===== src/rtl/corr_lag_pkg.sv =====
package corr_lag_pkg;

  localparam int PROD_W = 3;

  typedef struct packed {
    logic clr;
    logic adv;
  } lagStrobe_t;

  // Offset, rounded product of two sign/magnitude codes.
  // Bit 1 of a code is the sign, bit 0 selects magnitude 3 over 1.
  function automatic logic [PROD_W-1:0] lagProduct(input logic [1:0] p, input logic [1:0] d);
    logic sameSign;
    sameSign = (p[1] == d[1]);
    if (!p[0] && !d[0]) begin
      lagProduct = 3'd3;
    end else if (p[0] && d[0]) begin
      lagProduct = sameSign ? 3'd6 : 3'd0;
    end else begin
      lagProduct = sameSign ? 3'd4 : 3'd2;
    end
  endfunction

endpackage


===== src/rtl/corr_lag_ctrl.sv =====
module corr_lag_ctrl
  import corr_lag_pkg::*;
(
  input  logic       clear,
  input  logic       freeze,
  output lagStrobe_t strobe
);

  always_comb begin
    strobe.clr = clear;
    strobe.adv = !clear && !freeze;
  end

endmodule


===== src/rtl/corr_lag_datapath.sv =====
module corr_lag_datapath
  import corr_lag_pkg::*;
#(
  parameter int CNT_W = 36
) (
  input  logic             clk,
  input  logic             rstN,
  input  lagStrobe_t       strobe,
  input  logic [1:0]       promptIn,
  input  logic [1:0]       delayIn,
  output logic [1:0]       promptOut,
  output logic [1:0]       delayOut,
  output logic [CNT_W-1:0] count
);

  localparam int ACC_W = PROD_W;
  localparam logic [CNT_W-1:0] CNT_MAX = {CNT_W{1'b1}};

  logic [1:0] promptQ;
  logic [1:0] delayQ;
  logic [1:0] delayQ2;
  logic [ACC_W-1:0] prodNow;
  logic [CNT_W-1:0] countQ;
  logic topCarry;

  // Sample capture and pass-through; these follow the streams regardless of clear or freeze.
  always_ff @(posedge clk or negedge rstN) begin
    if (!rstN) begin
      promptQ <= '0;
      delayQ  <= '0;
      delayQ2 <= '0;
    end else begin
      promptQ <= promptIn;
      delayQ  <= delayIn;
      delayQ2 <= delayQ;
    end
  end

  always_comb prodNow = lagProduct(promptQ, delayQ);

  // One register stage per accumulator bit; operand bit k waits k cycles.
  for (genvar k = 0; k < ACC_W; k++) begin : g_bit
    logic accQ;
    logic carryQ;
    logic opBit;
    logic carryIn;

    if (k == 0) begin : g_first
      always_comb begin
        opBit   = prodNow[0];
        carryIn = 1'b0;
      end
    end else begin : g_later
      logic [ACC_W-1:k] opQ;
      if (k == 1) begin : g_src
        always_ff @(posedge clk or negedge rstN) begin
          if (!rstN)             opQ <= '0;
          else if (strobe.clr)   opQ <= '0;
          else if (strobe.adv)   opQ <= prodNow[ACC_W-1:1];
        end
      end else begin : g_src
        always_ff @(posedge clk or negedge rstN) begin
          if (!rstN)             opQ <= '0;
          else if (strobe.clr)   opQ <= '0;
          else if (strobe.adv)   opQ <= g_bit[k-1].g_later.opQ[ACC_W-1:k];
        end
      end
      always_comb begin
        opBit   = opQ[k];
        carryIn = g_bit[k-1].carryQ;
      end
    end

    always_ff @(posedge clk or negedge rstN) begin
      if (!rstN) begin
        accQ   <= 1'b0;
        carryQ <= 1'b0;
      end else if (strobe.clr) begin
        accQ   <= 1'b0;
        carryQ <= 1'b0;
      end else if (strobe.adv) begin
        accQ   <= accQ ^ opBit ^ carryIn;
        carryQ <= (accQ & opBit) | (accQ & carryIn) | (opBit & carryIn);
      end
    end
  end

  always_comb topCarry = g_bit[ACC_W-1].carryQ;

  // Wide integration counter, advanced only by carries out of the top bit.
  always_ff @(posedge clk or negedge rstN) begin
    if (!rstN) begin
      countQ <= '0;
    end else if (strobe.clr) begin
      countQ <= '0;
    end else if (strobe.adv && topCarry && (countQ != CNT_MAX)) begin
      countQ <= countQ + 1'b1;
    end
  end

  assign promptOut = promptQ;
  assign delayOut  = delayQ2;
  assign count     = countQ;

endmodule


===== src/rtl/corr_lag_cell.sv =====
module corr_lag_cell
  import corr_lag_pkg::*;
#(
  parameter int CNT_W = 36
) (
  input  logic             clk,
  input  logic             rstN,
  input  logic             clear,
  input  logic             freeze,
  input  logic [1:0]       promptIn,
  input  logic [1:0]       delayIn,
  output logic [1:0]       promptOut,
  output logic [1:0]       delayOut,
  output logic [CNT_W-1:0] count
);

  lagStrobe_t strobe;

  corr_lag_ctrl uCtrl (
    .clear  (clear),
    .freeze (freeze),
    .strobe (strobe)
  );

  corr_lag_datapath #(.CNT_W(CNT_W)) uData (
    .clk       (clk),
    .rstN      (rstN),
    .strobe    (strobe),
    .promptIn  (promptIn),
    .delayIn   (delayIn),
    .promptOut (promptOut),
    .delayOut  (delayOut),
    .count     (count)
  );

endmodule


===== config.mk =====
export PLATFORM = sky130hd
export DESIGN_NAME = corr_lag_cell
export DESIGN_NICKNAME = d
export VERILOG_FILES = /design/src/rtl/corr_lag_pkg.sv /design/src/rtl/corr_lag_ctrl.sv /design/src/rtl/corr_lag_datapath.sv /design/src/rtl/corr_lag_cell.sv
export SDC_FILE = /design/constraint.sdc
export NUM_CORES = 1
export LEC_CHECK = 0
export ABC_AREA = 1
export BUFFER_PORTS_ARGS = -buffer_cell sky130_fd_sc_hd__buf_2
export CORE_MARGIN = 3
export CORE_UTILIZATION = 45
export CTS_BUF_LIST = sky130_fd_sc_hd__clkbuf_4 sky130_fd_sc_hd__clkbuf_8
export DETAILED_ROUTE_END_ITERATION = 7
export PLACE_DENSITY = 0.65
export SYNTH_ARGS = -nofsm -noshare
export SYNTH_HDL_FRONTEND = slang
export SYNTH_HIERARCHICAL = 1
export SYNTH_SLANG_ARGS = --single-unit

===== constraint.sdc =====
create_clock -name clk -period 4.1 [get_ports clk]
set_clock_uncertainty 0.15 [all_clocks]
set_input_delay 0 -clock clk [delete_from_list [all_inputs] [get_ports clk]]
set_output_delay 0 -clock clk [all_outputs]
set_load 0.03 [all_outputs]

Yosys cells after proc, flatten, opt, wreduce, memory -nomap -nowiden

Cells that the tools add are included.

Register bits after elaboration: 51
Word-level logic and storage cells: 64
Input port bits: 8
Output and inout port bits: 40

Bitwise gates (word level): 16
Mux-type cells: 22
Reductions and logical operators: 11
Add/subtract/negate cells: 1
Eq/ne operators: 2

Operator list:

| cell                    | count |
|---|---|
| $mux W36                | 2 |
| $add A36 B1 Y36 const B | 1 |
| $ne A36 B36 Y1 const B  | 1 |
| $mux W1                 | 14 |
| $mux W3                 | 4 |
| $and A1 B1 Y1           | 7 |
| $logic_and A1 B1 Y1     | 5 |
| $xor A1 B1 Y1           | 5 |
| $logic_not A1 Y1        | 4 |
| $mux W2                 | 2 |
| $or A1 B1 Y1            | 4 |
| $reduce_bool A2 Y1      | 2 |
| $eq A1 B1 Y1            | 1 |

Depth between registers and ports, before layout

Depth after elaboration: 7
Gate-level depth with buffers: 12
Depth with buffers taken out: 11

Modules after synthesis

The synthesis kept the hierarchy.

Modules (own cells, without submodules):

| module            | seq. area each (um^2) | cells an instance | times used | area each (um^2) |
|---|---|---|---|---|
| corr_lag_datapath | 1276.2                | 454               | 1          | 3208.1 |
| corr_lag_ctrl     | 0.0                   | 2                 | 1          | 11.3 |

Worst setup path before layout

OpenSTA, ideal clock, no wires.

Path type: reg-to-reg
Start point: reg uData.countQ[1] (netlist: uData/count[1])
End point: reg uData.countQ[32] (netlist: uData/count[32])
Library setup time: 0.119 ns
Buffers on the path: 2
Data required time: 3.831 ns
Period minus slack after synthesis: 2.173 ns
Arrival: 1.904 ns
Slack: 1.927 ns
Cell stages (with the launch flop): 13
Cell sequence: dfrtp_1 -> ha_1 -> nand2_2 -> nor2_4 -> nand2_4 -> nor2_8 -> nand3_2 -> nand2_4 -> nand2_2 -> buf_6 -> buf_6 -> nand2_1 -> o21ai_2

Cells in the longest elaborated chain, start to end: 3
Elaborated cells between the ends (all ways): 6
Those cells by class: add/sub: 1; eq/ne: 1; mux: 2; reduce/logical: 2

RTL lines:

| item                                              | line                                             | RTL |
|---|---|---|
| start, declared                                   | corr_lag_datapath.sv:23                          | `logic [CNT_W-1:0] countQ;` |
| start signal, assigned                            | corr_lag_datapath.sv:97                          | `countQ <= countQ + 1'b1;` |
| $add A36 B1 Y36 or $ne A36 B36 Y1 (tied branches) | corr_lag_datapath.sv:97, corr_lag_datapath.sv:96 |  |
| $mux W36 or $logic_and A1 B1 Y1 (tied branches)   | corr_lag_datapath.sv:96                          | `end else if (strobe.adv && topCarry && (countQ != CNT_MAX)) begin` |
| $mux W36 or $reduce_bool A2 Y1 (tied branches)    | n/a                                              |  |

Several ways; a longest one is shown, not always the timed one. The select of a mux whose other input is x is not followed.
A chain may end at the register's enable or synchronous reset.

Final worst setup path

Start point: reg uData.countQ[1] (netlist: uData/count[1])
End point: reg uData.countQ[30] (netlist: uData/count[30])

The elaborated chain is that of the path after synthesis.

==> flow_summary.toml <==
[run_status]
outcome = "finished, final reports clean"

[hold_path]
min-delay-start = "clear"
hold_class = "primary input to register"
holdPathStages = 4
holdPathEnd = "uData/count[11]"

[worst_setup_path]
cp_cell_sequence = "ha_1 > nand2_2 > nor2_4 > nand2_4 > nor2_8 > nand3_2 > nand2_4 > nand2_2 > inv_2 > nand2_1 > nand2_1"
slowest_delay_ns = 0.42
cp-end-kind = "register"
crit_type = "register to register"
r2r_setup_slack_ns = 1.67
critPathBufInv = 1
critPathArrivalTime_ns = 2.54
rr_endpoint = "uData/count[30]"
crit_cells = 11
required_ns = 4.21
worstPathMaxFanout = 19
reg2reg_depth = 11
critical_path.slowest_cell = "inv_2"
critPathLaunchType = "register"
reg2reg_from = "uData/count[1]"
crit_family = "simple AND/OR/NAND/NOR gates"
startpoint = "uData/count[1]"

[synth]
ys_ff_latch = 51
muxShareOfSynthArea = 0
synth_nets = 468
synth_area_um2 = 3219
synth_cells = 456
synth_top_family_by_area = "simple AND/OR/NAND/NOR gates"
synth_xor_area_frac = 0.02993
post_synth_num_cell_types = 32
syn_avg_cell_area_um2 = 7.060
seq_area_frac_synth = 0.3964
synth-simple-area-share = 0.3902
ys_warn_count = 6
synth_compound_area_frac = 0.08006
synthAdderAreaFrac = 0.02021

[die]
core.rowCount = 30
floorplan.initialDensity = 0.4687
dieWidth_um = 90.58
dieHeight_um = 90.58
fp.coreArea_um2 = 6869
fp.dieArea_um2 = 8205
io_pins = 48

[clocking]
cts.sinks = 51
clk_pin_slew_worst_paths_ns = 0.11
cts_setup_buffers = 0
insertion_delay_ns = 0.32
cts_max_path_buffers = 2
root_buffer = "clkbuf_8"
ctsHoldBuffers = 6
h-tree-depth = 2
post_cts_resized = 0
cts_tree = "yes"
numCtsBuffers = 5

[power_and_ir_drop]
vdd_drop_max_mv = 0.1783
p_total_w = 0.0008952
power_density_nw_per_um2 = 244.4
p_leak_nw = 1.766

[global_route]
grt_max_degree = 52
grt_first_pass_wirelength_um = 13670
overflow = 0
groute.usage.overall = 0.2034
antenna_found_initial = 0
first_global_vias = 2831

[placement]
placed_cell_area_um2 = 3502
hpwl_um = 5841
port_buffers = 47
gp_congestion = 0.9443

[drt]
routed-via-count = 3062
wire_per_inst_um = 13.26
ant_nets = 0
firstDrtPassIters = 5
drcViolationCount = 0
via_per_inst = 5.086
drt_iter0_markers = 172
wirelength_um = 7982

[job]
cap_violations = 0

[timing]
relSlewSlack = 0.4600
grt_setup_unrepaired = "no"
finalCritPeriodShare = 0.5923
clock.fmax_mhz = 411.8
setup-tns-final_ns = 0
fin_hold_ws_ns = 0.1165
worst_pin_slew_ns = 0.8091
setup_viol = 0
slew_violations = 0
period_minus_slack_ns = 2.428
hold_viol = 0

[finish]
fin_util = 0.5332
fin_area_um2 = 3662
layout-drive-gt1-share = 0.1759
final_nets = 517
antennaDiodeCount = 0
syn2layout_area_growth_pct = 13.76
-- worst max-delay path by stage --
stage / end / slack [ns]
after global routing: uData/count[29] / 1.40
after global placement: uData/count[11] / 1.72
after detailed placement: uData/count[30] / 1.68
after CTS: uData/count[30] / 1.64
final: uData/count[30] / 1.67
after floorplan: uData/count[32] / 1.93
-- worst min-delay path: stages --
cell and delay [ns]:
buf_2 0.27, nor2_1 0.16, nand2_1 0.06, o21ai_2 0.05
-- logic make-up (layout without fill, tap and decap cells) --
| group | count (synthesis) | count (layout) |
|---|---|---|
| AND/OR/NAND/NOR | 291 | 291 |
| buffers and inverters | 61 | 111 |
| flip-flops | 51 | 51 |
| AO/OA/AOI/OAI | 38 | 38 |
| XOR/XNOR | 11 | 11 |
| adder cells (fa/ha/maj) | 4 | 4 |
-- layer usage --
metal	vias up	global-route usage	wire length, µm	share of wire
met4	0	0.05357	121	0.015
li1	1527	-	-	-
met1	1438	0.2817	3760	0.47
met5	-	0	0	0
met2	86	0.3335	3714	0.47
met3	11	0.02917	386	0.048
-- sequential cells by signal (all words and copies together), names as in the netlist --
signal and flops:
uData/count 36, uData/delayOut 2, uData/delayQ 2, uData/g_bit.accQ 3
uData/g_bit.carryQ 3, uData/g_bit.g_later.opQ 3, uData/promptOut 2
-- power breakdown --
part	switching, W	leakage, nW	internal, W	total (W)
combinational	0.0000419	1.02	0.0000145	0.0000564
sequential	0.00000275	0.698	0.000508	0.000511
clock	0.000197	0.0526	0.000131	0.000328
total	0.000241	1.77	0.000654	0.000895
-- stage by stage --
stage / setup WS, ns / cells
after detailed placement: 1.676 / 588
final: 1.672 / 602
after floorplan: 1.927 / 456
after global routing: 1.403 / 602
after CTS: 1.643 / 602
after global placement: 1.720 / 588
-- placed cells by master, fill, tap and decap left out, drive strengths merged --
master / count
o32ai: 1
nand4: 4
ha: 2
inv: 51
nor2: 75
dfrtp: 51
buf: 49
nand3b: 2
nand2: 157
and2: 2
or2: 1
xor2: 8
o21ai: 26
xnor2: 3
nand3: 46
nor3: 4
o22ai: 2
a31oi: 1
dlygate4sd3: 6
clkbuf: 5
fa: 2
a21oi: 8
-- cell usage after synthesis (all sizes together) --
| master | instances | area, µm² |
|---|---|---|
| nand2 | 157 | 609.3 |
| xor2 | 8 | 70.07 |
| nor3 | 4 | 20.02 |
| o21ai | 26 | 190.2 |
| nor2 | 75 | 317.8 |
| ha | 2 | 25.02 |
| o22ai | 2 | 12.51 |
| dfrtp | 51 | 1276 |
| buf | 9 | 72.56 |
| xnor2 | 3 | 26.28 |
| inv | 48 | 180.2 |
| a21oi | 8 | 40.04 |
| or2 | 1 | 6.260 |
| nand3 | 46 | 250.2 |
| nand4 | 4 | 25.02 |
| a31oi | 1 | 6.260 |
| clkbuf | 4 | 15.01 |
| and2 | 2 | 12.51 |
| o32ai | 1 | 8.760 |
| nand3b | 2 | 15.01 |
| fa | 2 | 40.04 |
-- cell type report --
cell class | instances | area [µm²]
clock inverter | 3 | 31.28
fill | 704 | 3207
tap | 96 | 120.1
sequential | 51 | 1276
multi-input combinational | 344 | 1675
inverter | 48 | 180.2
timing repair buffer | 55 | 310.3
clock buffer | 5 | 68.82
Note: power is estimated with default switching activity, not from simulation.
